$ cat src/rtl/grg_pkg.sv
package grg_pkg;
  localparam int ORD_N = 8;
  localparam int ORD_W = $clog2(ORD_N);
  localparam int CNT_W = ORD_N;

  typedef logic [CNT_W-1:0] cnt_t;
  typedef logic [ORD_W-1:0] ord_t;

  typedef struct packed {
    cnt_t mps;
    logic lps;
  } run_t;

  typedef struct packed {
    run_t nxt;
    logic ob;
    logic last;
  } step_t;

  // eight stream bits starting at position p of byte hi, continuing into lo
  function automatic logic [7:0] win_at(logic [7:0] hi, logic [7:0] lo, logic [2:0] p);
    logic [15:0] w;
    w = {hi, lo} << p;
    return w[15:8];
  endfunction

  // bits a codeword of order n consumes given its leading bit
  function automatic logic [3:0] bits_used(logic lead, ord_t n);
    return lead ? (4'(n) + 4'd1) : 4'd1;
  endfunction

  // run described by a codeword window of order n
  function automatic run_t run_decode(logic [7:0] win, ord_t n);
    run_t r;
    r.mps = '0;
    r.lps = win[7];
    if (!win[7]) begin
      r.mps = cnt_t'(1) << n;
    end else begin
      for (int i = 0; i < ORD_N - 1; i++) begin
        if (i < int'(n)) r.mps[i] = ~win[6-i];
      end
    end
    return r;
  endfunction

  // emit one bit from a live run
  function automatic step_t run_step(run_t cur);
    step_t s;
    if (cur.mps != '0) begin
      s.nxt.mps = cur.mps - cnt_t'(1);
      s.nxt.lps = cur.lps;
      s.ob      = 1'b0;
    end else begin
      s.nxt.mps = '0;
      s.nxt.lps = 1'b0;
      s.ob      = 1'b1;
    end
    s.last = (s.nxt.mps == '0) && !s.nxt.lps;
    return s;
  endfunction
endpackage

$ cat src/rtl/grg_reader.sv
module grg_reader
  import grg_pkg::*;
#(
  parameter int ADDR_W = 24
) (
  input  logic              clk,
  input  logic              rst_n,
  input  logic              start,
  input  logic [ADDR_W-1:0] start_addr,
  input  logic              go,
  input  ord_t              ord,
  output logic              rom_rd,
  output logic [ADDR_W-1:0] rom_addr,
  input  logic [7:0]        rom_data,
  output logic              done,
  output run_t              run
);
  typedef enum logic [2:0] {R_IDLE, R_F0, R_L0, R_F1, R_L1} rst_e;

  localparam logic [2:0] HDR_SKIP = 3'd4;

  rst_e              st;
  logic [ADDR_W-1:0] addr;
  logic [2:0]        ptr;
  logic [7:0]        b0;

  logic [7:0] win0, win;
  logic       need2;
  logic [3:0] adv;

  assign rom_rd   = (st == R_F0) || (st == R_F1);
  assign rom_addr = (st == R_F1) ? addr + ADDR_W'(1) : addr;

  assign win0  = win_at(rom_data, 8'h00, ptr);
  assign need2 = (st == R_L0) && win0[7] && (({1'b0, ptr} + bits_used(1'b1, ord)) > 4'd8);
  assign win   = (st == R_L1) ? win_at(b0, rom_data, ptr) : win0;
  assign done  = ((st == R_L0) && !need2) || (st == R_L1);
  assign run   = run_decode(win, ord);
  assign adv   = {1'b0, ptr} + bits_used(win[7], ord);

  always_ff @(posedge clk or negedge rst_n) begin
    if (!rst_n) begin
      st   <= R_IDLE;
      addr <= '0;
      ptr  <= HDR_SKIP;
      b0   <= '0;
    end else if (start) begin
      st   <= R_IDLE;
      addr <= start_addr;
      ptr  <= HDR_SKIP;
    end else begin
      case (st)
        R_IDLE: if (go) st <= R_F0;
        R_F0:   st <= R_L0;
        R_L0: begin
          if (need2) begin
            b0 <= rom_data;
            st <= R_F1;
          end else begin
            addr <= addr + ADDR_W'(adv[3]);
            ptr  <= adv[2:0];
            st   <= R_IDLE;
          end
        end
        R_F1:   st <= R_L1;
        R_L1: begin
          addr <= addr + ADDR_W'(adv[3]);
          ptr  <= adv[2:0];
          st   <= R_IDLE;
        end
        default: st <= R_IDLE;
      endcase
    end
  end


  rom_gap_chk: assert property (@(posedge clk) disable iff (!rst_n)
    rom_rd |=> !rom_rd);


  data_after_read_chk: assert property (@(posedge clk) disable iff (!rst_n)
    done |-> $past(rom_rd));
endmodule

$ cat src/rtl/grg_slot.sv
module grg_slot
  import grg_pkg::*;
(
  input  logic clk,
  input  logic rst_n,
  input  logic clr,
  input  logic we,
  input  run_t d,
  output run_t q
);
  always_ff @(posedge clk or negedge rst_n) begin
    if (!rst_n)   q <= '0;
    else if (clr) q <= '0;
    else if (we)  q <= d;
  end


  slot_clear_chk: assert property (@(posedge clk) disable iff (!rst_n)
    clr |=> (q.mps == '0) && !q.lps);
endmodule

$ cat src/rtl/golomb_run_gen.sv
module golomb_run_gen
  import grg_pkg::*;
#(
  parameter int ADDR_W = 24
) (
  input  logic              clk,
  input  logic              rst_n,
  input  logic              start,
  input  logic [ADDR_W-1:0] start_addr,
  output logic              rom_rd,
  output logic [ADDR_W-1:0] rom_addr,
  input  logic [7:0]        rom_data,
  input  logic              req,
  input  logic [2:0]        req_order,
  output logic              req_ready,
  output logic              bit_valid,
  output logic              bit_out,
  output logic              bit_end
);
  typedef enum logic {T_IDLE, T_WAIT} tst_e;

  tst_e  ts;
  ord_t  sel;
  run_t  slot_q [ORD_N];

  logic  accept, live, rd_go, rd_done, wr;
  ord_t  wr_sel;
  run_t  cur, rd_run;
  step_t st_live, st_new, st_use;

  assign req_ready = (ts == T_IDLE) && !start;
  assign accept    = req && req_ready;
  assign cur       = slot_q[req_order];
  assign live      = (cur.mps != '0) || cur.lps;
  assign rd_go     = accept && !live;
  assign st_live   = run_step(cur);
  assign st_new    = run_step(rd_run);
  assign wr        = (accept && live) || ((ts == T_WAIT) && rd_done && !start);
  assign wr_sel    = accept ? req_order : sel;
  assign st_use    = accept ? st_live : st_new;

  grg_reader #(.ADDR_W(ADDR_W)) u_rd (
    .clk        (clk),
    .rst_n      (rst_n),
    .start      (start),
    .start_addr (start_addr),
    .go         (rd_go),
    .ord        (accept ? req_order : sel),
    .rom_rd     (rom_rd),
    .rom_addr   (rom_addr),
    .rom_data   (rom_data),
    .done       (rd_done),
    .run        (rd_run)
  );

  for (genvar gi = 0; gi < ORD_N; gi++) begin : g_slot
    grg_slot u_s (
      .clk   (clk),
      .rst_n (rst_n),
      .clr   (start),
      .we    (wr && (wr_sel == ord_t'(gi))),
      .d     (st_use.nxt),
      .q     (slot_q[gi])
    );
  end

  always_ff @(posedge clk or negedge rst_n) begin
    if (!rst_n) begin
      ts        <= T_IDLE;
      sel       <= '0;
      bit_valid <= 1'b0;
      bit_out   <= 1'b0;
      bit_end   <= 1'b0;
    end else begin
      bit_valid <= 1'b0;
      if (start) begin
        ts <= T_IDLE;
      end else if (accept) begin
        sel <= req_order;
        if (live) begin
          bit_valid <= 1'b1;
          bit_out   <= st_live.ob;
          bit_end   <= st_live.last;
        end else begin
          ts <= T_WAIT;
        end
      end else if ((ts == T_WAIT) && rd_done) begin
        bit_valid <= 1'b1;
        bit_out   <= st_new.ob;
        bit_end   <= st_new.last;
        ts        <= T_IDLE;
      end
    end
  end


  lps_last_chk: assert property (@(posedge clk) disable iff (!rst_n)
    (bit_valid && bit_out) |-> bit_end);


  start_quiet_chk: assert property (@(posedge clk) disable iff (!rst_n)
    start |=> !bit_valid);


  fetch_busy_chk: assert property (@(posedge clk) disable iff (!rst_n)
    (rd_go && !start) |=> (!req_ready || start));
endmodule

$ cat config.mk
export PLATFORM = sky130hd
export DESIGN_NAME = golomb_run_gen
export DESIGN_NICKNAME = d
export VERILOG_FILES = /design/src/rtl/grg_pkg.sv /design/src/rtl/grg_reader.sv /design/src/rtl/grg_slot.sv /design/src/rtl/golomb_run_gen.sv
export SDC_FILE = /design/constraint.sdc
export NUM_CORES = 1
export LEC_CHECK = 0
export BUFFER_PORTS_ARGS = -buffer_cell sky130_fd_sc_hd__buf_4
export CAP_MARGIN = 20
export CORE_MARGIN = 2
export CORE_UTILIZATION = 39
export CTS_CLUSTER_DIAMETER = 80
export CTS_CLUSTER_SIZE = 30
export DETAILED_ROUTE_END_ITERATION = 8
export PLACE_DENSITY = 0.55
export SYNTH_ARGS = -nofsm -noshare
export SYNTH_HDL_FRONTEND = slang
export SYNTH_SLANG_ARGS = --single-unit
$ cat constraint.sdc
create_clock -name clk -period 4.6 [get_ports clk]
set_clock_uncertainty 0.15 [all_clocks]
set_input_delay 0.92 -clock clk [delete_from_list [all_inputs] [get_ports clk]]
set_output_delay 0.92 -clock clk [all_outputs]
set_load 0.02 [all_outputs]
==> flow_metrics.py, run 1 <==
metrics = {
    "run_status": {
        "status": "finished clean",
    },
    "floorplan": {
        "rows": 52,
        "initial_core_util_pct": 39.88,
        "fp.dieW_um": 148.1,
        "ioPinCount": 68,
        "die_h_um": 148.1,
        "die-area_um2": 21930,
        "core-area_um2": 20300,
    },
    "timing": {
        "slew_viol_final": 0,
        "period_needed_ps": 4331,
        "relSlewSlack_pct": 27.09,
        "final_hold_viol_count": 0,
        "holdWs_ps": 222.2,
        "final.setup.tns_ps": 0,
        "timing.final.crit_share_pct": 94.15,
        "fmax_ghz": 0.2309,
        "setup_violations": 0,
        "rsz0062_at_grt": "false",
        "worst_pin_slew_ps": 1094,
    },
    "synth": {
        "synth_edf_count": 0,
        "synth_top_cell_area_share_pct": 35.86,
        "synth_compound_area_share_pct": 17.42,
        "synthAdderAreaFrac_pct": 2.658,
        "synth_fp_nets": 846,
        "synth_cells": 791,
        "yosysWarnings": 0,
        "synthMuxAreaShare_pct": 16.38,
        "yosys.area.top_type": "dfrtp_1",
        "synth_area_leaders": "dfrtp_1 (36%), mux4_2 (8.3%), mux2i_1 (5.6%), nor2_1 (3.7%), a211oi_2 (3.2%)",
        "syn_area_per_cell_um2": 10.23,
        "synth_area_um2": 8095,
        "synth.distinct_cells": 77,
        "synthXorXnorAreaFrac_pct": 6.059,
        "yosysSeqAreaShare_pct": 36.18,
        "ys.flop_type": "dfrtp_1",
        "async_flop_share_pct": 100.0,
        "post_synth_and_or_nand_nor_area_fraction_pct": 17.09,
        "synth_top_family_by_area": "compound AO/OA/AOI/OAI gates",
        "synth-seq-cells": 117,
    },
    "final_layout": {
        "n_fill_cell": 1920,
        "utilization_pct": 48.82,
        "syn2layout_area_growth_pct": 22.41,
        "drive_gt1_share_pct": 30.56,
        "final_nets": 945,
        "finish.instance_area_um2": 9910,
        "n_antenna_cell": 0,
    },
    "setup_path": {
        "arrival_ps": 4490,
        "slowest_stage": "or3b_4",
        "worstSetupPathType": "in -> reg",
        "cp.required_ps": 4760,
        "crit_chain": "buf_4 > or3b_4 > buf_4 > mux2_4 > ha_1 > ha_4 > a21o_1 > a211oi_2 > a31oi_2 > a21oi_2 > o211ai_4 > buf_4 > a2111oi_4 > buf_12 > nor2_1 > a211oi_1",
        "critical-path-max-stage-delay_ps": 410,
        "cp_num_buf_inv": 4,
        "cp-end-kind": "flop",
        "crit_path_max_fanout": 15,
        "start_kind": "input port",
        "r2r_cells": 17,
        "crit_cells": 16,
        "critPathTopFamily": "compound AO/OA/AOI/OAI gates",
        "r2r_setup_slack_ps": 420,
        "worst_path_most_repeated_cell": "buf_4",
    },
    "detailed_routing": {
        "wirelength_um": 21880,
        "drt.antenna.violating_nets": 0,
        "num_vias": 6513,
        "drc": 0,
        "viasPerCell": 5.552,
        "drt_iter0_markers": 401,
        "routedWlPerCell_um": 18.65,
        "dr.pass1.iters": 5,
    },
    "run": {
        "maxCapViolations": 0,
    },
    "clocking": {
        "htreeDepth": 4,
        "holdBufCountCts": 0,
        "clk_pin_slew_ps": 60,
        "cts_tree": "yes",
        "post_cts_buffers": 0,
        "cts_root_buffer": "clkbuf_16",
        "cts_buffers": 17,
        "clockBufferDepth": 2,
        "clk-insertion-delay-late_ps": 420,
        "ctsResizeCount": 0,
        "cts_sinks": 117,
    },
    "grt": {
        "grt_pass1_vias": 6747,
        "grt_util_all_layers_pct": 21.01,
        "antenna_found_initial": 0,
        "grt_pass1_wl_um": 36470,
        "grt_max_degree": 101,
        "grt_overflow": 0,
    },
    "placed_design": {
        "portBuffers": 67,
        "hpwl_um": 15610,
        "place.gp.congestion": 0.8851,
        "place_area_um2": 9274,
    },
    "pwr": {
        "total_power_mw": 3.432,
        "powerDensity_nw_per_um2": 346.4,
        "max-vdd-ir-drop_uv": 220.7,
        "p_leak_nw": 4.015,
    },
    "worst_hold_path": {
        "min_path_type": "in -> async",
    },
}
==> logic make-up after synthesis <==
group,count (synthesis)
compound gates,169
simple gates,272
flops,117
buf+inv,70
fa+ha+maj,16
xor+xnor,56
mux,91
==> path summary, 6_finish.rpt <==
path	startpoint	endpoint
max	start	g_slot[4].u_s.q[4]$_DFFE_PN0P_
min	rst_n	bit_valid$_DFF_PN0_
max reg2reg	u_rd.ptr[0]$_DFFE_PN0P_	u_rd.addr[22]$_DFFE_PN0P_
min reg2reg	bit_end$_DFFE_PN0P_	bit_end$_DFFE_PN0P_
max in group asynchronous	rst_n	u_rd.ptr[2]$_DFFE_PN1P_
min in group clk	bit_end$_DFFE_PN0P_	bit_end$_DFFE_PN0P_
==> through the flow <==
stage,worst slack (ps),cells
floorplan,30.29,791
global placement,-224.2,1139
CTS,45.81,1171
detailed placement,-378.4,1139
finish,269.2,1173
global route,17.08,1173
==> synth_stat cells, types with 13 or more instances <==
library cell	n
xor2_1	27
nand3_1	27
inv_1	14
buf_2	17
nand2_1	67
xnor2_1	29
nand4_1	13
a211oi_1	32
ha_1	14
dfrtp_1	116
o21ai_0	33
nand2b_1	18
a211oi_2	21
nor2_1	79
clkbuf_1	25
mux2i_1	45
mux4_2	30
a21oi_1	20
==> state kept, by name (all words and copies together) (netlist names) <==
signal / count
g_slot.u_s.q: 72
u_rd.addr: 24
u_rd.b0: 8
sel: 3
u_rd.ptr: 3
u_rd.st: 3
bit_end: 1
bit_out: 1
bit_valid: 1
ts: 1
==> power breakdown <==
| group | internal (mW) | leakage, nW | switching [mW] | total (mW) |
|---|---|---|---|---|
| clock | 0.848 | 0.279 | 0.492 | 1.34 |
| combinational | 0.391 | 2.16 | 0.537 | 0.928 |
| sequential | 1.09 | 1.57 | 0.0729 | 1.16 |
==> placed cells by master, fill, tap and decap left out, types with 3 or more instances in the layout <==
| cell | n |
|---|---|
| a2111oi_4 | 3 |
| a211oi_1 | 32 |
| a211oi_2 | 21 |
| a21o_1 | 5 |
| a21oi_1 | 20 |
| a21oi_2 | 7 |
| a22oi_2 | 5 |
| and2_1 | 8 |
| and3_1 | 6 |
| buf_12 | 10 |
| buf_4 | 120 |
| bufinv_16 | 3 |
| clkbuf_16 | 17 |
| clkinv_2 | 4 |
| clkinvlp_4 | 4 |
| dfrtp_1 | 116 |
| ha_1 | 13 |
| inv_1 | 14 |
| inv_2 | 4 |
| mux2_2 | 12 |
| mux2i_1 | 45 |
| mux4_2 | 30 |
| nand2_1 | 67 |
| nand2b_1 | 18 |
| nand3_1 | 27 |
| nand3_2 | 3 |
| nand4_1 | 13 |
| nor2_1 | 79 |
| nor2b_1 | 6 |
| nor3_1 | 12 |
| nor4_1 | 4 |
| o21a_1 | 3 |
| o21ai_0 | 33 |
| o21ai_1 | 12 |
| or3b_1 | 12 |
| xnor2_1 | 29 |
| xor2_1 | 27 |
==> area by class of cell <==
class	count	area, um2	area share (%)
Inverter	18	67.56	0.6818
Clock inverter	13	157.7	1.591
Timing Repair Buffer	132	1140	11.50
Sequential cell	117	2929	29.56
Multi-Input combinational cell	604	4845	48.89
Tap cell	270	337.8	3.409
Clock buffer	19	432.9	4.369
==> layer usage <==
layer	part of all wire, %	global-route usage [%]	vias up
li1	-	-	3096
met5	0	0	-
met1	46	29.31	3245
met2	48	33.36	144
met4	1.6	6.476	0
met3	4.2	3.957	28
(Power assumes the default switching activity.)
==> inputs of run 2 (changes only) <==
Settings changed: PLACE_DENSITY 0.55 to 0.67.
Clock period 4.6 ns to 4.1 ns, I/O delays scaled along.
==> run 2 against run 1 <==
- via count rose by 3.0%
- non-clock buffer count rose by 45
- clock power rose by 16%
- sequential power rose by 13%
- die area did not move
- cell count rose by 3.8%
- worst hold slack got worse by 45 ps
- critical path depth did not move
- clock-buffer cell count rose by 2
- flip-flop and latch count did not move
==> flow_metrics.py, run 2 (same netlist as run 1, synthesis figures left out) <==
metrics = {
    "setup_path": {
        "arrival_ps": 4220,
        "r2r_setup_slack_ps": 150,
        "cp-end-kind": "flop",
        "worstSetupPathType": "in -> reg",
        "r2r_cells": 15,
        "cp-startpoint": "start",
        "r2r-start": "ts$_DFFE_PN0P_",
        "r2r-end": "g_slot[7].u_s.q[1]$_DFFE_PN0P_",
        "cp-endpoint": "g_slot[7].u_s.q[1]$_DFFE_PN0P_",
        "cp.required_ps": 4270,
        "start_kind": "input port",
        "crit_path_max_fanout": 6,
    },
    "floorplan": {
        "fp.dieW_um": 148.1,
        "rows": 52,
        "core-area_um2": 20300,
        "die-area_um2": 21930,
        "die_h_um": 148.1,
        "initial_core_util_pct": 39.88,
        "ioPinCount": 68,
    },
    "timing": {
        "worst_slack_ps": 45.02,
        "relSlewSlack_pct": 26.02,
        "period_needed_ps": 4055,
        "timing.final.crit_share_pct": 98.90,
        "setup_violations": 0,
        "holdWs_ps": 177.2,
        "final_hold_viol_count": 0,
        "worst_pin_slew_ps": 1110,
        "rsz0062_at_grt": "true",
        "fmax_ghz": 0.2466,
        "slew_viol_final": 0,
    },
    "placed_design": {
        "hpwl_um": 15760,
        "place_ws_ps": -539.6,
        "place.gp.congestion": 0.8981,
        "portBuffers": 67,
    },
    "detailed_routing": {
        "wirelength_um": 22320,
        "dr.pass1.iters": 5,
        "drc": 0,
        "drt.antenna.violating_nets": 0,
        "viasPerCell": 5.507,
        "num_vias": 6708,
        "routedWlPerCell_um": 18.33,
        "drt_iter0_markers": 481,
    },
    "grt": {
        "antenna_found_initial": 1,
        "grt_max_degree": 94,
        "grt_overflow": 0,
        "grt_pass1_vias": 6771,
        "grt_pass1_wl_um": 36220,
        "grt_util_all_layers_pct": 20.99,
    },
    "clocking": {
        "cts_sinks": 117,
        "clk-insertion-delay-late_ps": 420,
        "htreeDepth": 4,
        "clockBufferDepth": 2,
        "clk_pin_slew_ps": 60,
        "cts_tree": "yes",
        "cts_buffers": 17,
        "cts_root_buffer": "clkbuf_16",
        "holdBufCountCts": 0,
    },
    "final_layout": {
        "n_antenna_cell": 0,
        "ff_latch_area_um2": 2932,
        "largest_register_ffs": 72,
        "mostFrequentLayoutCell": "buf_4",
        "regMostFlops": "g_slot.u_s.q",
        "most-common-layout-cells": "buf_4 (160), dfrtp_1 (114), nor2_1 (76), nand2_1 (66), mux2i_1 (45)",
        "n_fill_cell": 1840,
        "drive_gt1_share_pct": 36.50,
        "multiInputGateArea_um2": 5014,
        "syn2layout_area_growth_pct": 29.29,
        "final_nets": 990,
        "reg.largest.list": "g_slot.u_s.q x72, u_rd.addr x24, u_rd.b0 x8",
    },
    "pwr": {
        "p_leak_nw": 4.333,
        "max-vdd-ir-drop_uv": 250.4,
        "powerDensity_nw_per_um2": 389.2,
    },
    "run": {
        "maxCapViolations": 0,
    },
    "run_status": {
        "status": "finished clean",
    },
    "worst_hold_path": {
        "min_path_type": "in -> async",
    },
}
[run 2: worst max-delay path, cell delays in order]
cell,delay [ps]
buf_4,110
or3b_4,430
buf_4,170
mux2_4,310
ha_4,290
ha_4,200
nand2_1,70
a2111oi_2,40
a211oi_2,240
a31oi_2,70
a21oi_2,230
o211ai_4,120
a211oi_2,590
buf_4,270
nor2_1,40
a211oi_1,210
[run 2: per-stage QoR]
step | TNS, ps | instance area, um2 | util [%] | std cells | total power, mW
after floorplan | -9123 | 8179 | - | 791 | 1.974
after global placement | -22860 | 9687 | 47.72 | 1183 | 2.486
after detailed placement | -32440 | 9687 | 47.72 | 1183 | 2.503
after CTS | 0 | 10330 | 50.89 | 1215 | 4.065
after global routing | -1251 | 10470 | 51.56 | 1218 | 4.239
final | 0 | 10470 | 51.56 | 1218 | 4.074
[run 2: cell type report]
cell class                 instances  area share (%)
clock buffer                      21           4.399
clock inverter                    11           1.423
inverter                          18          0.6455
multi-input combinational        604           47.90
sequential                       117           28.01
tap                              270           3.228
timing repair buffer             177           14.39
[run 2: how the worst min path moves through the flow]
stage               cells after the start              startpoint                             end
floorplan                               1  u_rd.b0[7]$_DFFE_PN0P_          u_rd.b0[7]$_DFFE_PN0P_
global placement                        1  u_rd.b0[7]$_DFFE_PN0P_          u_rd.b0[7]$_DFFE_PN0P_
detailed placement                      1  u_rd.b0[7]$_DFFE_PN0P_          u_rd.b0[7]$_DFFE_PN0P_
CTS                                     1                   rst_n             bit_valid$_DFF_PN0_
global route                            1                   rst_n             bit_valid$_DFF_PN0_
finish                                  1                   rst_n  g_slot[1].u_s.q[8]$_DFFE_PN0P_
[run 2: report_power, final]
group          internal [mW]  total (mW)  switching [mW]
combinational          0.567        1.21           0.645
sequential              1.22        1.31          0.0823
clock                  0.990        1.56           0.566
[run 2: timing repair]
| item | CTS | global route |
|---|---|---|
| setup buffers | 0 | 3 |
| pin swaps | 0 | 9 |
| setup endpoints to repair | 20 | 81 |
| gates resized for setup | 4 | 27 |
[run 2: routing by layer]
metal,vias to the layer above,global-route usage (%),share of wire [%]
li1,3184,-,-
met1,3312,29.21,46
met2,187,33.29,47
met3,23,4.877,5.2
met4,2,5.286,1.6
met5,-,0,0.058
==> inputs of run 3 (changes only) <==
Settings changed: CTS_CLUSTER_SIZE 30 to 40, RECOVER_POWER set to 50, TNS_END_PERCENT set to 10.
==> run 3 against run 2 <==
- the flow now finishes with violations (capacitance limit, slew limit, setup timing)
- sequential power about the same
- die area stayed put
- via count decreased by 0.57%
- combinational power hardly changed
- first-iteration DRC count shrank 13%
- routed wire length down 1.7%
- register-to-register slack worse by 40 ps
- flip-flop and latch count unchanged
- worst hold slack gained 200 ps
- setup slack worse by 54 ps
- clock-buffer cell count grew 2
- design area is 1.1% higher
- largest power group unchanged
==> flow_metrics.py, run 3 (same netlist as run 1, synthesis figures left out) <==
metrics = {
    "timing": {
        "holdWs_ps": 381.6,
        "final.setup.tns_ps": -16.89,
        "worst_slack_ps": -9.088,
        "timing.final.crit_share_pct": 100.2,
        "rsz0062_at_grt": "true",
        "setup_violations": 2,
        "final_hold_viol_count": 0,
        "period_needed_ps": 4109,
        "slew_viol_final": 118,
        "fmax_ghz": 0.2434,
        "relSlewSlack_pct": -79.22,
        "worst_pin_slew_ps": 2688,
    },
    "setup_path": {
        "start_kind": "input port",
        "r2r_cells": 20,
        "worstSetupPathType": "in -> reg",
        "cp-end-kind": "flop",
        "r2r_setup_slack_ps": 110,
        "arrival_ps": 4290,
        "crit_path_max_fanout": 7,
        "r2r-start": "ts$_DFFE_PN0P_",
        "cp-startpoint": "start",
        "cp.required_ps": 4280,
    },
    "placed_design": {
        "place_area_um2": 9652,
        "placedCellCount": 1182,
        "place_ws_ps": -654.7,
        "hpwl_um": 15420,
        "portBuffers": 67,
        "place.gp.congestion": 0.9037,
    },
    "detailed_routing": {
        "num_vias": 6670,
        "drt.antenna.violating_nets": 0,
        "drc": 0,
        "routedWlPerCell_um": 17.89,
        "viasPerCell": 5.436,
        "drt_iter0_markers": 419,
        "wirelength_um": 21950,
        "dr.pass1.iters": 5,
    },
    "final_layout": {
        "final_nets": 999,
        "regMostFlops": "g_slot.u_s.q",
        "drive_gt1_share_pct": 36.82,
        "n_fill_cell": 1814,
        "most-common-layout-cells": "buf_4 (165), dfrtp_1 (114), nor2_1 (76), nand2_1 (65), mux2i_1 (45)",
        "reg.largest.list": "g_slot.u_s.q x72, u_rd.addr x24, u_rd.b0 x8",
        "finish.instance_area_um2": 10580,
        "multiInputGateArea_um2": 5046,
        "syn2layout_area_growth_pct": 30.66,
        "largest_register_ffs": 72,
        "mostFrequentLayoutCell": "buf_4",
        "finalNonFillerCells": 1227,
        "ff_latch_area_um2": 2932,
    },
    "run": {
        "maxCapViolations": 1,
    },
    "floorplan": {
        "die-area_um2": 21930,
        "rows": 52,
        "core-area_um2": 20300,
        "initial_core_util_pct": 39.88,
        "die_h_um": 148.1,
        "fp.dieW_um": 148.1,
        "ioPinCount": 68,
    },
    "grt": {
        "grt_pass1_wl_um": 35500,
        "grt_pass1_vias": 6690,
        "grt_overflow": 0,
        "grt_util_all_layers_pct": 20.47,
        "antenna_found_initial": 1,
        "grt_max_degree": 118,
    },
    "pwr": {
        "combPwrFrac_pct": 29.8,
        "power_switching_mw": 1.279,
        "powerDensity_nw_per_um2": 386.6,
        "power.internal_mw": 2.810,
        "p_leak_nw": 4.367,
        "seq_power_share_pct": 31.9,
        "netSwitchingFraction_pct": 31.29,
        "max-vdd-ir-drop_uv": 224.9,
        "clock_power_share_pct": 38.2,
    },
    "clocking": {
        "cts_sinks": 117,
        "htreeDepth": 4,
        "clk_pin_slew_ps": 60,
        "clockBufferDepth": 2,
        "clk-insertion-delay-late_ps": 420,
        "cts_tree": "yes",
        "cts_buffers": 17,
        "cts_root_buffer": "clkbuf_16",
    },
    "run_status": {
        "status": "finished, violations left",
        "failed_checks": "capacitance limit, slew limit, setup timing",
    },
    "worst_hold_path": {
        "holdPathStages": 1,
        "min_path_type": "reg -> reg",
        "hp-start": "u_rd.b0[7]$_DFFE_PN0P_",
    },
}
run 3: cell types whose count changed in the layout (fill, tap and decap cells not counted), sizes merged:
cell	change
diode	+1
clkbuf	+3
buf	+8
inv	-2
clkinv	-1
run 3: final timing paths:
kind / endpoint
worst max-delay path: g_slot[0].u_s.q[6]$_DFFE_PN0P_
worst min-delay path: u_rd.b0[7]$_DFFE_PN0P_
worst max register to register: g_slot[0].u_s.q[6]$_DFFE_PN0P_
worst min register to register: u_rd.b0[7]$_DFFE_PN0P_
max in group asynchronous: u_rd.ptr[0]$_DFFE_PN0P_
min in group asynchronous: g_slot[0].u_s.q[7]$_DFFE_PN0P_
run 3: layout make-up:
class | count | area share, %
timing repair buffer | 186 | 14.93
sequential | 117 | 27.71
tap | 270 | 3.194
multi-input combinational | 604 | 47.71
antenna | 1 | 0.02366
clock buffer | 23 | 4.613
clock inverter | 8 | 1.159
inverter | 18 | 0.6624
run 3: power by group through the flow:
stage / logic (mW) / clock network [mW] / registers, mW
finish: 1.22 / 1.56 / 1.31
global route: 1.31 / 1.63 / 1.32
CTS: 1.17 / 1.59 / 1.30
detailed placement: 1.17 / 0 / 1.32
global placement: 1.15 / 0 / 1.32
floorplan: 0.664 / 0 / 1.31
run 3: routing by layer:
metal	routed length, um	global-route usage (%)	share of wire (%)
met5	0	0	0
met4	339	6.381	1.5
met2	10370	32.87	47
met3	1122	3.681	5.1
met1	10120	28.33	46
run 3: critical path, cell delays in order:
cell	delay, ps
buf_6	90
or3b_4	430
buf_12	150
a21oi_4	140
inv_2	70
nand2_2	80
inv_2	50
ha_4	240
ha_4	270
nand2_1	70
a2111oi_4	200
a211oi_2	70
a31oi_2	200
a21oi_2	110
o211ai_4	230
buf_12	170
a2111oi_4	70
buf_4	200
buf_4	150
or3b_1	360
o21ai_1	80
run 3: repair_timing:
item / 4_1_cts / 5_1_grt
pin swaps: 3 / 21
setup buffers: 1 / 13
endpoints found under the setup margin: 41 / 59
hold buffers: 0 / 0
gates resized for setup: 3 / 39
run 3: per-stage QoR:
step	total power [mW]	util, %
2_1_floorplan	1.971	-
3_3_place_gp	2.470	47.55
3_5_place_dp	2.488	47.55
4_1_cts	4.067	50.75
5_1_grt	4.261	52.10
6_report	4.089	52.11
